<file path="src/rtl/lnk_errmon_pkg.sv">
package lnk_errmon_pkg;

    typedef enum logic [1:0] {
        RT_IDLE = 2'd0,
        RT_RUN  = 2'd1,
        RT_TRIP = 2'd2
    } rt_state_e;

    localparam int ST_W    = 3;
    localparam int ST_DEG  = 0;
    localparam int ST_FAIL = 1;
    localparam int ST_RTY  = 2;

    localparam logic [2:0] A_MASK = 3'd0;
    localparam logic [2:0] A_CEIL = 3'd1;
    localparam logic [2:0] A_DEG  = 3'd2;
    localparam logic [2:0] A_FAIL = 3'd3;
    localparam logic [2:0] A_RTY  = 3'd4;
    localparam logic [2:0] A_W1C  = 3'd5;
    localparam logic [2:0] A_IEN  = 3'd6;

    localparam logic [1:0] CEIL_OPEN = 2'b11;

endpackage

</file>
<file path="src/rtl/lnk_errmon_cfg.sv">
module lnk_errmon_cfg
    import lnk_errmon_pkg::*;
#(
    parameter int NTYPES = 4,
    parameter int CNT_W  = 8,
    parameter int RET_W  = 4
) (
    input  logic              clk,
    input  logic              rst_n,
    input  logic              wr_en,
    input  logic [2:0]        wr_addr,
    input  logic [CNT_W-1:0]  wr_data,
    output logic [NTYPES-1:0] en_mask,
    output logic [1:0]        ceil_code,
    output logic [CNT_W-1:0]  deg_thr,
    output logic [CNT_W-1:0]  fail_thr,
    output logic [RET_W-1:0]  rty_thr,
    output logic [ST_W-1:0]   irq_en,
    output logic [ST_W-1:0]   w1c
);

    logic unused_hi;
    assign unused_hi = ^wr_data;

    always_ff @(posedge clk or negedge rst_n) begin
        if (!rst_n) begin
            en_mask   <= '1;
            ceil_code <= CEIL_OPEN;
            deg_thr   <= '0;
            fail_thr  <= '0;
            rty_thr   <= '0;
            irq_en    <= '1;
        end else if (wr_en) begin
            unique case (wr_addr)
                A_MASK:  en_mask   <= wr_data[NTYPES-1:0];
                A_CEIL:  ceil_code <= wr_data[1:0];
                A_DEG:   deg_thr   <= wr_data;
                A_FAIL:  fail_thr  <= wr_data;
                A_RTY:   rty_thr   <= wr_data[RET_W-1:0];
                A_IEN:   irq_en    <= wr_data[ST_W-1:0];
                default: ;
            endcase
        end
    end

    always_comb begin
        w1c = '0;
        if (wr_en && wr_addr == A_W1C) w1c = wr_data[ST_W-1:0];
    end

endmodule

</file>
<file path="src/rtl/lnk_errmon_cnt.sv">
module lnk_errmon_cnt
    import lnk_errmon_pkg::*;
#(
    parameter int NTYPES = 4,
    parameter int CNT_W  = 8,
    parameter int BASE   = 16
) (
    input  logic                      clk,
    input  logic                      rst_n,
    input  logic                      err_vld,
    input  logic [$clog2(NTYPES)-1:0] err_type,
    input  logic [NTYPES-1:0]         en_mask,
    input  logic [1:0]                ceil_code,
    output logic [CNT_W-1:0]          cnt_q,
    output logic [CNT_W-1:0]          cnt_d
);

    logic             hit;
    logic [CNT_W-1:0] limit;

    always_comb begin
        hit   = err_vld && en_mask[err_type];
        limit = (ceil_code == CEIL_OPEN) ? '1 : (CNT_W'(BASE) << ceil_code);
        cnt_d = (hit && cnt_q < limit) ? cnt_q + 1'b1 : cnt_q;
    end

    always_ff @(posedge clk or negedge rst_n) begin
        if (!rst_n) cnt_q <= '0;
        else        cnt_q <= cnt_d;
    end

    p_step_r2: assert property (@(posedge clk) disable iff (!rst_n)
        (cnt_q != $past(cnt_q)) |-> (cnt_q == $past(cnt_q) + 1'b1));

    p_masked_r1: assert property (@(posedge clk) disable iff (!rst_n)
        (err_vld && !en_mask[err_type]) |=> $stable(cnt_q));

    p_idle_r2: assert property (@(posedge clk) disable iff (!rst_n)
        !err_vld |=> $stable(cnt_q));

endmodule

</file>
<file path="src/rtl/lnk_errmon_retry.sv">
module lnk_errmon_retry
    import lnk_errmon_pkg::*;
#(
    parameter int RET_W = 4
) (
    input  logic             clk,
    input  logic             rst_n,
    input  logic             rty_evt,
    input  logic             acc_evt,
    input  logic [RET_W-1:0] rty_thr,
    output logic             trip
);

    rt_state_e        state_q, state_n;
    logic [RET_W-1:0] run_q, run_n, run_inc;
    logic             reach;

    always_ff @(posedge clk or negedge rst_n) begin
        if (!rst_n) begin
            state_q <= RT_IDLE;
            run_q   <= '0;
        end else begin
            state_q <= state_n;
            run_q   <= run_n;
        end
    end

    always_comb begin
        run_inc = (run_q == '1) ? run_q : run_q + 1'b1;
        reach   = (rty_thr != '0) && (run_inc >= rty_thr);
        state_n = state_q;
        run_n   = run_q;
        unique case (state_q)
            RT_IDLE: begin
                if (!acc_evt && rty_evt) begin
                    run_n   = run_inc;
                    state_n = reach ? RT_TRIP : RT_RUN;
                end
            end
            RT_RUN: begin
                if (acc_evt) begin
                    run_n   = '0;
                    state_n = RT_IDLE;
                end else if (rty_evt) begin
                    run_n   = run_inc;
                    state_n = reach ? RT_TRIP : RT_RUN;
                end
            end
            RT_TRIP: begin
                if (acc_evt) begin
                    run_n   = '0;
                    state_n = RT_IDLE;
                end else if (rty_evt) begin
                    run_n = run_inc;
                end
            end
            default: begin
                run_n   = '0;
                state_n = RT_IDLE;
            end
        endcase
    end

    always_comb begin
        trip = (state_q != RT_TRIP) && (state_n == RT_TRIP);
    end

    p_acc_clr_r6: assert property (@(posedge clk) disable iff (!rst_n)
        acc_evt |=> (run_q == '0 && state_q == RT_IDLE));

    p_trip_cause_r5: assert property (@(posedge clk) disable iff (!rst_n)
        trip |-> (rty_evt && !acc_evt && rty_thr != '0));

    p_trip_state_r5: assert property (@(posedge clk) disable iff (!rst_n)
        trip |=> (state_q == RT_TRIP));

endmodule

</file>
<file path="src/rtl/lnk_errmon_stat.sv">
module lnk_errmon_stat
    import lnk_errmon_pkg::*;
#(
    parameter int CNT_W = 8
) (
    input  logic             clk,
    input  logic             rst_n,
    input  logic [CNT_W-1:0] cnt_d,
    input  logic [CNT_W-1:0] deg_thr,
    input  logic [CNT_W-1:0] fail_thr,
    input  logic             trip,
    input  logic [ST_W-1:0]  w1c,
    input  logic [ST_W-1:0]  irq_en,
    output logic [ST_W-1:0]  stat_q,
    output logic             irq
);

    logic [ST_W-1:0] set;

    always_comb begin
        set          = '0;
        set[ST_DEG]  = (deg_thr  != '0) && (cnt_d >= deg_thr);
        set[ST_FAIL] = (fail_thr != '0) && (cnt_d >= fail_thr);
        set[ST_RTY]  = trip;
        irq          = |(stat_q & irq_en);
    end

    always_ff @(posedge clk or negedge rst_n) begin
        if (!rst_n) stat_q <= '0;
        else        stat_q <= set | (stat_q & ~w1c);
    end

    for (genvar i = 0; i < ST_W; i++) begin : g_chk
        p_sticky_r7: assert property (@(posedge clk) disable iff (!rst_n)
            (stat_q[i] && !w1c[i]) |=> stat_q[i]);
    end

    p_deg_off_r9: assert property (@(posedge clk) disable iff (!rst_n)
        (deg_thr == '0 && !stat_q[ST_DEG]) |=> !stat_q[ST_DEG]);

    p_fail_off_r9: assert property (@(posedge clk) disable iff (!rst_n)
        (fail_thr == '0 && !stat_q[ST_FAIL]) |=> !stat_q[ST_FAIL]);

endmodule

</file>
<file path="src/rtl/lnk_errmon.sv">
module lnk_errmon
    import lnk_errmon_pkg::*;
#(
    parameter int NTYPES = 4,
    parameter int CNT_W  = 8,
    parameter int RET_W  = 4,
    parameter int BASE   = 16,
    localparam int TW    = $clog2(NTYPES)
) (
    input  logic             clk,
    input  logic             rst_n,
    input  logic             err_vld,
    input  logic [TW-1:0]    err_type,
    input  logic             rty_evt,
    input  logic             acc_evt,
    input  logic             wr_en,
    input  logic [2:0]       wr_addr,
    input  logic [CNT_W-1:0] wr_data,
    output logic [CNT_W-1:0] err_count,
    output logic             st_degraded,
    output logic             st_failed,
    output logic             st_rty_exc,
    output logic             irq
);

    logic [NTYPES-1:0] en_mask;
    logic [1:0]        ceil_code;
    logic [CNT_W-1:0]  deg_thr, fail_thr, cnt_d;
    logic [RET_W-1:0]  rty_thr;
    logic [ST_W-1:0]   irq_en, w1c, stat_q;
    logic              trip;

    lnk_errmon_cfg #(.NTYPES(NTYPES), .CNT_W(CNT_W), .RET_W(RET_W)) u_cfg (
        .clk(clk), .rst_n(rst_n), .wr_en(wr_en), .wr_addr(wr_addr),
        .wr_data(wr_data), .en_mask(en_mask), .ceil_code(ceil_code),
        .deg_thr(deg_thr), .fail_thr(fail_thr), .rty_thr(rty_thr),
        .irq_en(irq_en), .w1c(w1c)
    );

    lnk_errmon_cnt #(.NTYPES(NTYPES), .CNT_W(CNT_W), .BASE(BASE)) u_cnt (
        .clk(clk), .rst_n(rst_n), .err_vld(err_vld), .err_type(err_type),
        .en_mask(en_mask), .ceil_code(ceil_code), .cnt_q(err_count),
        .cnt_d(cnt_d)
    );

    lnk_errmon_retry #(.RET_W(RET_W)) u_retry (
        .clk(clk), .rst_n(rst_n), .rty_evt(rty_evt), .acc_evt(acc_evt),
        .rty_thr(rty_thr), .trip(trip)
    );

    lnk_errmon_stat #(.CNT_W(CNT_W)) u_stat (
        .clk(clk), .rst_n(rst_n), .cnt_d(cnt_d), .deg_thr(deg_thr),
        .fail_thr(fail_thr), .trip(trip), .w1c(w1c), .irq_en(irq_en),
        .stat_q(stat_q), .irq(irq)
    );

    assign st_degraded = stat_q[ST_DEG];
    assign st_failed   = stat_q[ST_FAIL];
    assign st_rty_exc  = stat_q[ST_RTY];

    p_irq_src_r8: assert property (@(posedge clk) disable iff (!rst_n)
        irq |-> (st_degraded || st_failed || st_rty_exc));

endmodule

</file>
<file path="config.mk">
export PLATFORM = sky130hd
export DESIGN_NAME = lnk_errmon
export DESIGN_NICKNAME = d
export VERILOG_FILES = /design/src/rtl/lnk_errmon_pkg.sv /design/src/rtl/lnk_errmon_cfg.sv /design/src/rtl/lnk_errmon_cnt.sv /design/src/rtl/lnk_errmon_retry.sv /design/src/rtl/lnk_errmon_stat.sv /design/src/rtl/lnk_errmon.sv
export SDC_FILE = /design/constraint.sdc
export NUM_CORES = 1
export LEC_CHECK = 0
export BUFFER_PORTS_ARGS = -buffer_cell sky130_fd_sc_hd__clkbuf_2
export CAP_MARGIN = 15
export CORE_MARGIN = 3
export CORE_UTILIZATION = 40
export DETAILED_ROUTE_END_ITERATION = 8
export PLACE_DENSITY = 0.64
export SLEW_MARGIN = 20
export SYNTH_ARGS = -nofsm -noshare
export SYNTH_HDL_FRONTEND = slang
export SYNTH_SLANG_ARGS = --single-unit
export TNS_END_PERCENT = 5
</file>
<file path="constraint.sdc">
create_clock -name clk -period 3.7 [get_ports clk]
set_clock_uncertainty 0.2 [all_clocks]
set_input_delay 0.185 -clock clk [delete_from_list [all_inputs] [get_ports clk]]
set_output_delay 0.185 -clock clk [all_outputs]
set_load 0.03 [all_outputs]
</file>
==> impl_metrics.json, run 1 <==
{
  "ant_nets": 0,
  "dieArea_mm2": 0.00790,
  "grt_max_degree": 47,
  "cts_root_buffer": "clkbuf_8",
  "cp_max_fo": 5,
  "track_usage_pct": 15.6,
  "syn_avg_cell_area_um2": 10.4,
  "fin_crit_sh_pct": 97.5,
  "synth_area_mm2": 0.00275,
  "worstPathArrival_ps": 3600,
  "num_rows": 29,
  "p_leak_uw": 0.00154,
  "firstDrtPassIters": 4,
  "dp.cells": 374,
  "worstMarginPinSlew_ps": 655,
  "layout.cells.non_filler": 391,
  "insertion_delay_ps": 300,
  "cts_buffers": 5,
  "cts_max_level": 2,
  "clock-sinks": 46,
  "io_buffers": 30,
  "max_freq_mhz": 277,
  "cp-start-kind": "register",
  "holdPathStages": 4,
  "place_hpwl_um": 4600,
  "yosysTopAreaCell": "dfrtp_1",
  "synth_edf_count": 0,
  "drt-initial-drc-count": 128,
  "die_y_um": 88.9,
  "grt_pass1_vias": 1981,
  "pin_count": 31,
  "via_per_inst": 5.46,
  "syn_inst": 264,
  "r2r-start": "u_cfg.ceil_code[0]",
  "cp.required_ps": 3690,
  "finalPower_uw": 1980,
  "power.density_mw_per_mm2": 603,
  "cts_tree": "done",
  "rrSetupSlack_ps": 90,
  "post-route-drc-count": 0,
  "path_clk_slew_ps": 80,
  "outcome": "complete, no violations",
  "ys_warn_count": 0,
  "hold_start": "acc_evt",
  "slew_headroom_pct": 56.0,
  "overflow": 0,
  "hold_viol_final": 0,
  "synthTopCellsByArea": "dfrtp_1 34%, ha_1 16%, dfstp_2 8.6%",
  "worst_hold_path_type": "input port to register",
  "path_class": "register to register",
  "die_x_um": 88.9,
  "vias": 2134,
  "setup_viol": 0,
  "layout.nets": 367,
  "irDropWorstVdd_mv": 0.189,
  "core_area_mm2": 0.00649,
  "ys.flop_type": "dfrtp_1",
  "post_drt_wl_per_cell_um": 15.4,
  "cts_max_path_buffers": 2,
  "synthesis.nets": 318,
  "period_needed_ps": 3610,
  "layout-area-overhead-vs-synth_pct": 19.2,
  "grt_pass1_wl_um": 9490,
  "drive_above_1_share_pct": 26.8,
  "start_util_pct": 42.3,
  "r2r_cells": 15,
  "netlist.area_leader.share_pct": 33.7,
  "drv_slew": 0,
  "diodes": 0,
  "fillers": 587,
  "synth-seq-cells": 46,
  "gp_congestion": 0.824,
  "ys_types": 38,
  "reg2reg_to": "u_stat.stat_q[1]",
  "cp-end-kind": "register",
  "antenna_found_initial": 0,
  "wl_um": 6040,
  "synthArstFlopShare_pct": 100,
  "synth_seq_area_share_pct": 42.3,
  "hold_end": "u_retry.state_q[1]",
  "maxCapViolCount": 0
}
## cell type report
type | instances | area, um2 | area share (%)
clock buffer | 7 | 86.3 | 2.64
inverter | 29 | 109 | 3.32
timing repair buffer | 45 | 280 | 8.56
tap | 77 | 96.3 | 2.94
clock inverter | 1 | 5.00 | 0.153
sequential | 46 | 1160 | 35.5
multi-input combinational | 186 | 1540 | 46.9
## cells in the final DEF (no fill, tap or decap), types with 6 or more instances in the layout
cell / count
dfrtp_1: 37
ha_1: 34
clkbuf_2: 30
inv_1: 29
nand2_1: 23
mux2_2: 20
o21ai_0: 17
a21oi_1: 11
nand3_1: 9
dfstp_2: 9
nor2_1: 8
buf_4: 8
dlygate4sd3_1: 7
clkbuf_8: 6
## sequential cells by signal (all words and copies together) (netlist names)
name and count:
u_cfg.deg_thr 8, u_cfg.rty_thr 4, u_retry.state_q 2, u_cnt.cnt_q 8, u_cfg.en_mask 4, u_cfg.fail_thr 8
u_retry.run_q 4, u_cfg.irq_en 3, u_stat.stat_q 3, u_cfg.ceil_code 2
## cell usage after synthesis, types with 2 or more instances
master     instances
mux2_2            20
and3_1             2
nor4_1             5
a21oi_1           12
ha_1              35
o21ai_0           19
nor2b_1            4
nand2b_1           3
xnor2_1            7
clkbuf_1           3
dfrtp_1           37
a32o_1             3
o211ai_1           2
a211oi_1           3
nor2_1             8
and2_1             2
a22o_1             4
nor3_1             3
a22oi_1            2
nand3_1            9
o2111ai_1          2
nand4b_1           2
dfstp_2            9
a2111oi_0          2
inv_1             29
nor3b_1            3
nand2_1           23
## metrics by stage
stage                     setup WS (ps)  TNS [ps]  instance area [um2]  util (%)  hold WS (ps)
after floorplan                     123         0                 2750         -          -311
after global placement             23.3         0                 3030      46.6           107
after global routing              -61.9     -61.9                 3280      50.4          43.3
after CTS                          16.0         0                 3210      49.4          16.4
final                              91.0         0                 3280      50.4          22.2
after detailed placement          -66.8      -109                 3030      46.6           111
## critical path, cell delays in order (launching register included)
cell       delay, ps
dfstp_2          540
inv_1             50
ha_1             280
inv_1             90
ha_4             200
a211oi_2         210
nor3_2            90
a211oi_4         320
nand4_1          190
xnor2_2          190
ha_1             350
a21oi_2          140
nor2b_1           60
a2111oi_1        260
o21ai_1          130
a22o_1           220
## repair_timing
action                                  4_1_cts  5_1_grt
gates resized for setup                       3       11
hold buffers                                  7        0
buffers inserted                              0        2
endpoints found under the hold margin        47        0
endpoints found under the setup margin        2        2
pin swaps                                     2        9
gates cloned                                  0        0
## cell families after synthesis
logic type | synth area share [%]
simple gates | 13.0
compound gates | 12.7
flops | 42.3
fa+ha+maj | 15.9
buf+inv | 4.37
mux | 9.15
xor+xnor | 2.55
## worst max-delay path by stage
stage | from | to | slack, ps | cells past startpoint
6_report | u_cfg.ceil_code[0] | u_stat.stat_q[1] | 90 | 15
5_1_grt | u_cfg.ceil_code[0] | u_stat.stat_q[1] | -60 | 15
4_1_cts | u_cfg.ceil_code[0] | u_stat.stat_q[1] | 20 | 15
3_5_place_dp | u_cfg.ceil_code[0] | u_stat.stat_q[0] | -70 | 15
3_3_place_gp | u_cfg.ceil_code[0] | u_stat.stat_q[1] | 20 | 15
2_1_floorplan | u_cfg.ceil_code[0] | u_stat.stat_q[1] | 120 | 15
## metal layers
layer	vias to the layer above	GRT usage (%)	share of wire [%]	routed length, um
met1	1024	21.9	48	2910
met4	0	3.71	0.84	51
met3	4	2.49	3.8	232
met2	58	25.2	47	2840
met5	-	0	0	0
li1	1048	-	-	-
## power breakdown
| group | internal, uW | leakage (uW) | switching, uW | total (uW) |
|---|---|---|---|---|
| logic | 386 | 0.000935 | 493 | 879 |
| registers | 648 | 0.000552 | 133 | 782 |
| clock network | 151 | 0.0000482 | 165 | 316 |
| total | 1190 | 0.00154 | 791 | 1980 |
Power figures use the tool's default switching activity.
==> run 2, diff against run 1 <==
--- a/config.mk
+++ b/config.mk
@@ -8,5 +8,4 @@
 export BUFFER_PORTS_ARGS = -buffer_cell sky130_fd_sc_hd__clkbuf_2
 export CAP_MARGIN = 15
-export CORE_MARGIN = 3
 export CORE_UTILIZATION = 40
 export DETAILED_ROUTE_END_ITERATION = 8
==> constraint.sdc (replaced) <==
create_clock -name clk -period 3.7 [get_ports clk]
set_clock_uncertainty 0.2 [all_clocks]
set_input_delay 0.74 -clock clk [delete_from_list [all_inputs] [get_ports clk]]
set_output_delay 0.74 -clock clk [all_outputs]
set_load 0.03 [all_outputs]
==> run 2 against run 1 <==
The run now ends with DRC left. Combinational power is 2% lower. Power is 0.79% lower. Fmax is 1.4% higher. Via count is 1.6% lower. First-iteration DRC count is 13% higher. Hold slack better by 310 ps. Die area is 8.8% lower. Wire length is 3.4% lower. Clock-buffer cell count is 1 lower. Sequential power hardly changed. Global-route usage is 2.2 points higher. Final area is 2.4% lower. Critical path type unchanged. Largest cell class unchanged. Highest routed layer unchanged.
==> impl_metrics.json, run 2 (synthesized netlist as in run 1, its figures left out) <==
{
  "outcome": "finished with violations",
  "violations": "DRC",
  "r2r-start": "u_cfg.ceil_code[0]",
  "wl_um": 5830,
  "gp_congestion": 0.810,
  "grt_pass1_vias": 2085,
  "diodes": 0,
  "cts_root_buffer": "clkbuf_8",
  "period_needed_ps": 3560,
  "grt_max_degree": 42,
  "swShare_pct": 40.2,
  "track_usage_pct": 17.7,
  "maxCapViolCount": 0,
  "firstDrtPassIters": 8,
  "path_buf_inv": 3,
  "post-route-drc-count": 6,
  "comb_power_share_pct": 44.0,
  "cpLargestDelayFamily": "compound AO/OA/AOI/OAI gates",
  "hold_viol_final": 0,
  "insertion_delay_ps": 290,
  "reg2reg_to": "u_stat.stat_q[0]",
  "start_util_pct": 42.3,
  "core_area_mm2": 0.00649,
  "worst_hold_path_type": "register to register",
  "power.density_mw_per_mm2": 613,
  "overflow": 0,
  "place_hpwl_um": 4500,
  "final_common_cell": "dfrtp_1",
  "grtUsageMet2_pct": 27.6,
  "dp.cells": 372,
  "p_seq_share_pct": 39.9,
  "cp.required_ps": 3690,
  "cts_tree": "done",
  "grt_use_met1_pct": 25.0,
  "setup_viol": 0,
  "hold_end": "u_retry.run_q[3]",
  "switchingPower_uw": 788,
  "io_buffers": 30,
  "layout.nets": 357,
  "layout.cells.non_filler": 381,
  "cts_max_path_buffers": 2,
  "drt-initial-drc-count": 145,
  "cp_max_fo": 5,
  "worstPathArrival_ps": 3540,
  "rrSetupSlack_ps": 140,
  "crit_path_max_incr_delay_ps": 540,
  "fin_area_mm2": 0.00320,
  "holdPathStages": 1,
  "grt_pass1_wl_um": 10000,
  "post_drt_wl_per_cell_um": 15.3,
  "path_clk_slew_ps": 80,
  "final_cell_mix": "37 x dfrtp_1, 33 x ha_1, 29 x clkbuf_2, 28 x inv_1, 23 x nand2_1",
  "drive_above_1_share_pct": 28.3,
  "worstMarginPinSlew_ps": 938,
  "path_class": "register to register",
  "placed_cell_area_mm2": 0.00301,
  "die_x_um": 84.9,
  "cts_buffers": 5,
  "hold_start": "u_retry.run_q[3]",
  "clock-sinks": 46,
  "worstPathCellList": "inv_1 -> ha_1 -> inv_2 -> ha_4 -> a211oi_2 -> nor3_2 -> a211oi_4 -> buf_4 -> nand3_2 -> xnor2_2 -> ha_1 -> nor2b_1 -> a2111oi_0 -> o21ai_1 -> a22o_1",
  "pin_count": 31,
  "gr-usage-met3_pct": 3.31,
  "num_rows": 29,
  "ant_nets": 0,
  "vias": 2099,
  "layout-area-overhead-vs-synth_pct": 16.3,
  "slew_headroom_pct": 37.5,
  "gr-max-usage-layer": "met2",
  "p_int_uw": 1170,
  "p_leak_uw": 0.00149,
  "cts_hold_buf": 0,
  "cts_max_level": 2,
  "max_freq_mhz": 281,
  "fillers": 604,
  "antenna_found_initial": 0,
  "r2r_cells": 15,
  "rsz0062_at_grt": "no",
  "irDropWorstVdd_mv": 0.208,
  "p_clk_share_pct": 16.1,
  "fin_crit_sh_pct": 96.2,
  "via_per_inst": 5.51,
  "drv_slew": 0,
  "cp-end-kind": "register",
  "die_y_um": 84.9,
  "dieArea_mm2": 0.00721,
  "crit_top_cell": "ha_1",
  "top_regs": "u_cfg.deg_thr: 8 flops, u_cfg.fail_thr: 8 flops, u_cnt.cnt_q: 8 flops",
  "cp-start-kind": "register",
  "critPathSlowestCell": "dfstp_2"
}
[run 2: power by group through the flow]
stage	registers (uW)	clock network (uW)	logic, uW
floorplan	827	0	531
global placement	784	0	801
detailed placement	789	0	821
CTS	781	330	829
global route	806	350	967
finish	782	316	863
[run 2: worst max path at each step]
stage	startpoint	to	slack (ps)	depth (start not counted)
floorplan	u_cfg.ceil_code[0]	u_stat.stat_q[1]	120	15
global placement	u_cfg.ceil_code[0]	u_stat.stat_q[1]	60	15
detailed placement	u_cfg.ceil_code[0]	u_stat.stat_q[1]	-30	15
CTS	u_cfg.ceil_code[0]	u_stat.stat_q[1]	3	15
global route	u_cfg.ceil_code[0]	u_stat.stat_q[0]	2	15
finish	u_cfg.ceil_code[0]	u_stat.stat_q[0]	140	15
[run 2: worst reg2reg max path, cell delays in order (launching register included)]
cell,delay [ps]
dfstp_2,540
inv_1,50
ha_1,300
inv_2,70
ha_4,190
a211oi_2,200
nor3_2,90
a211oi_4,290
buf_4,170
nand3_2,70
xnor2_2,250
ha_1,290
nor2b_1,140
a2111oi_0,270
o21ai_1,120
a22o_1,220
[run 2: layout make-up]
cell class | count | area (um2) | share of cell area (%)
Clock buffer | 6 | 82.6 | 2.58
Clock inverter | 2 | 12.5 | 0.391
Inverter | 29 | 109 | 3.41
Multi-Input combinational cell | 186 | 1550 | 48.4
Sequential cell | 46 | 1160 | 36.4
Tap cell | 77 | 96.3 | 3.01
Timing Repair Buffer | 35 | 188 | 5.87
[run 2: metrics by stage]
step                power [uW]  setup slack, ps  util, %  hold slack (ps)  setup TNS, ps
finish                    1960              142     49.2              337              0
CTS                       1940             2.50     48.1              339              0
global route              2120             1.95     49.2              377              0
detailed placement        1610            -30.1     46.4              320          -38.0
global placement          1590             56.2     46.4              313              0
floorplan                 1360              123        -              244              0
[run 2: what timing repair did]
item | 4_1_cts | 5_1_grt
gates resized for setup | 3 | 15
endpoints found under the setup margin | 2 | 2
hold endpoints to repair | 0 | 0
pin swaps | 3 | 11
setup buffers | 0 | 1
[run 2: routing by layer]
metal  up-vias  share of wire, %
met5         -                 0
met4         0               1.6
met3         7               3.0
met2        45                46
met1      1015                50
li1       1032                 -
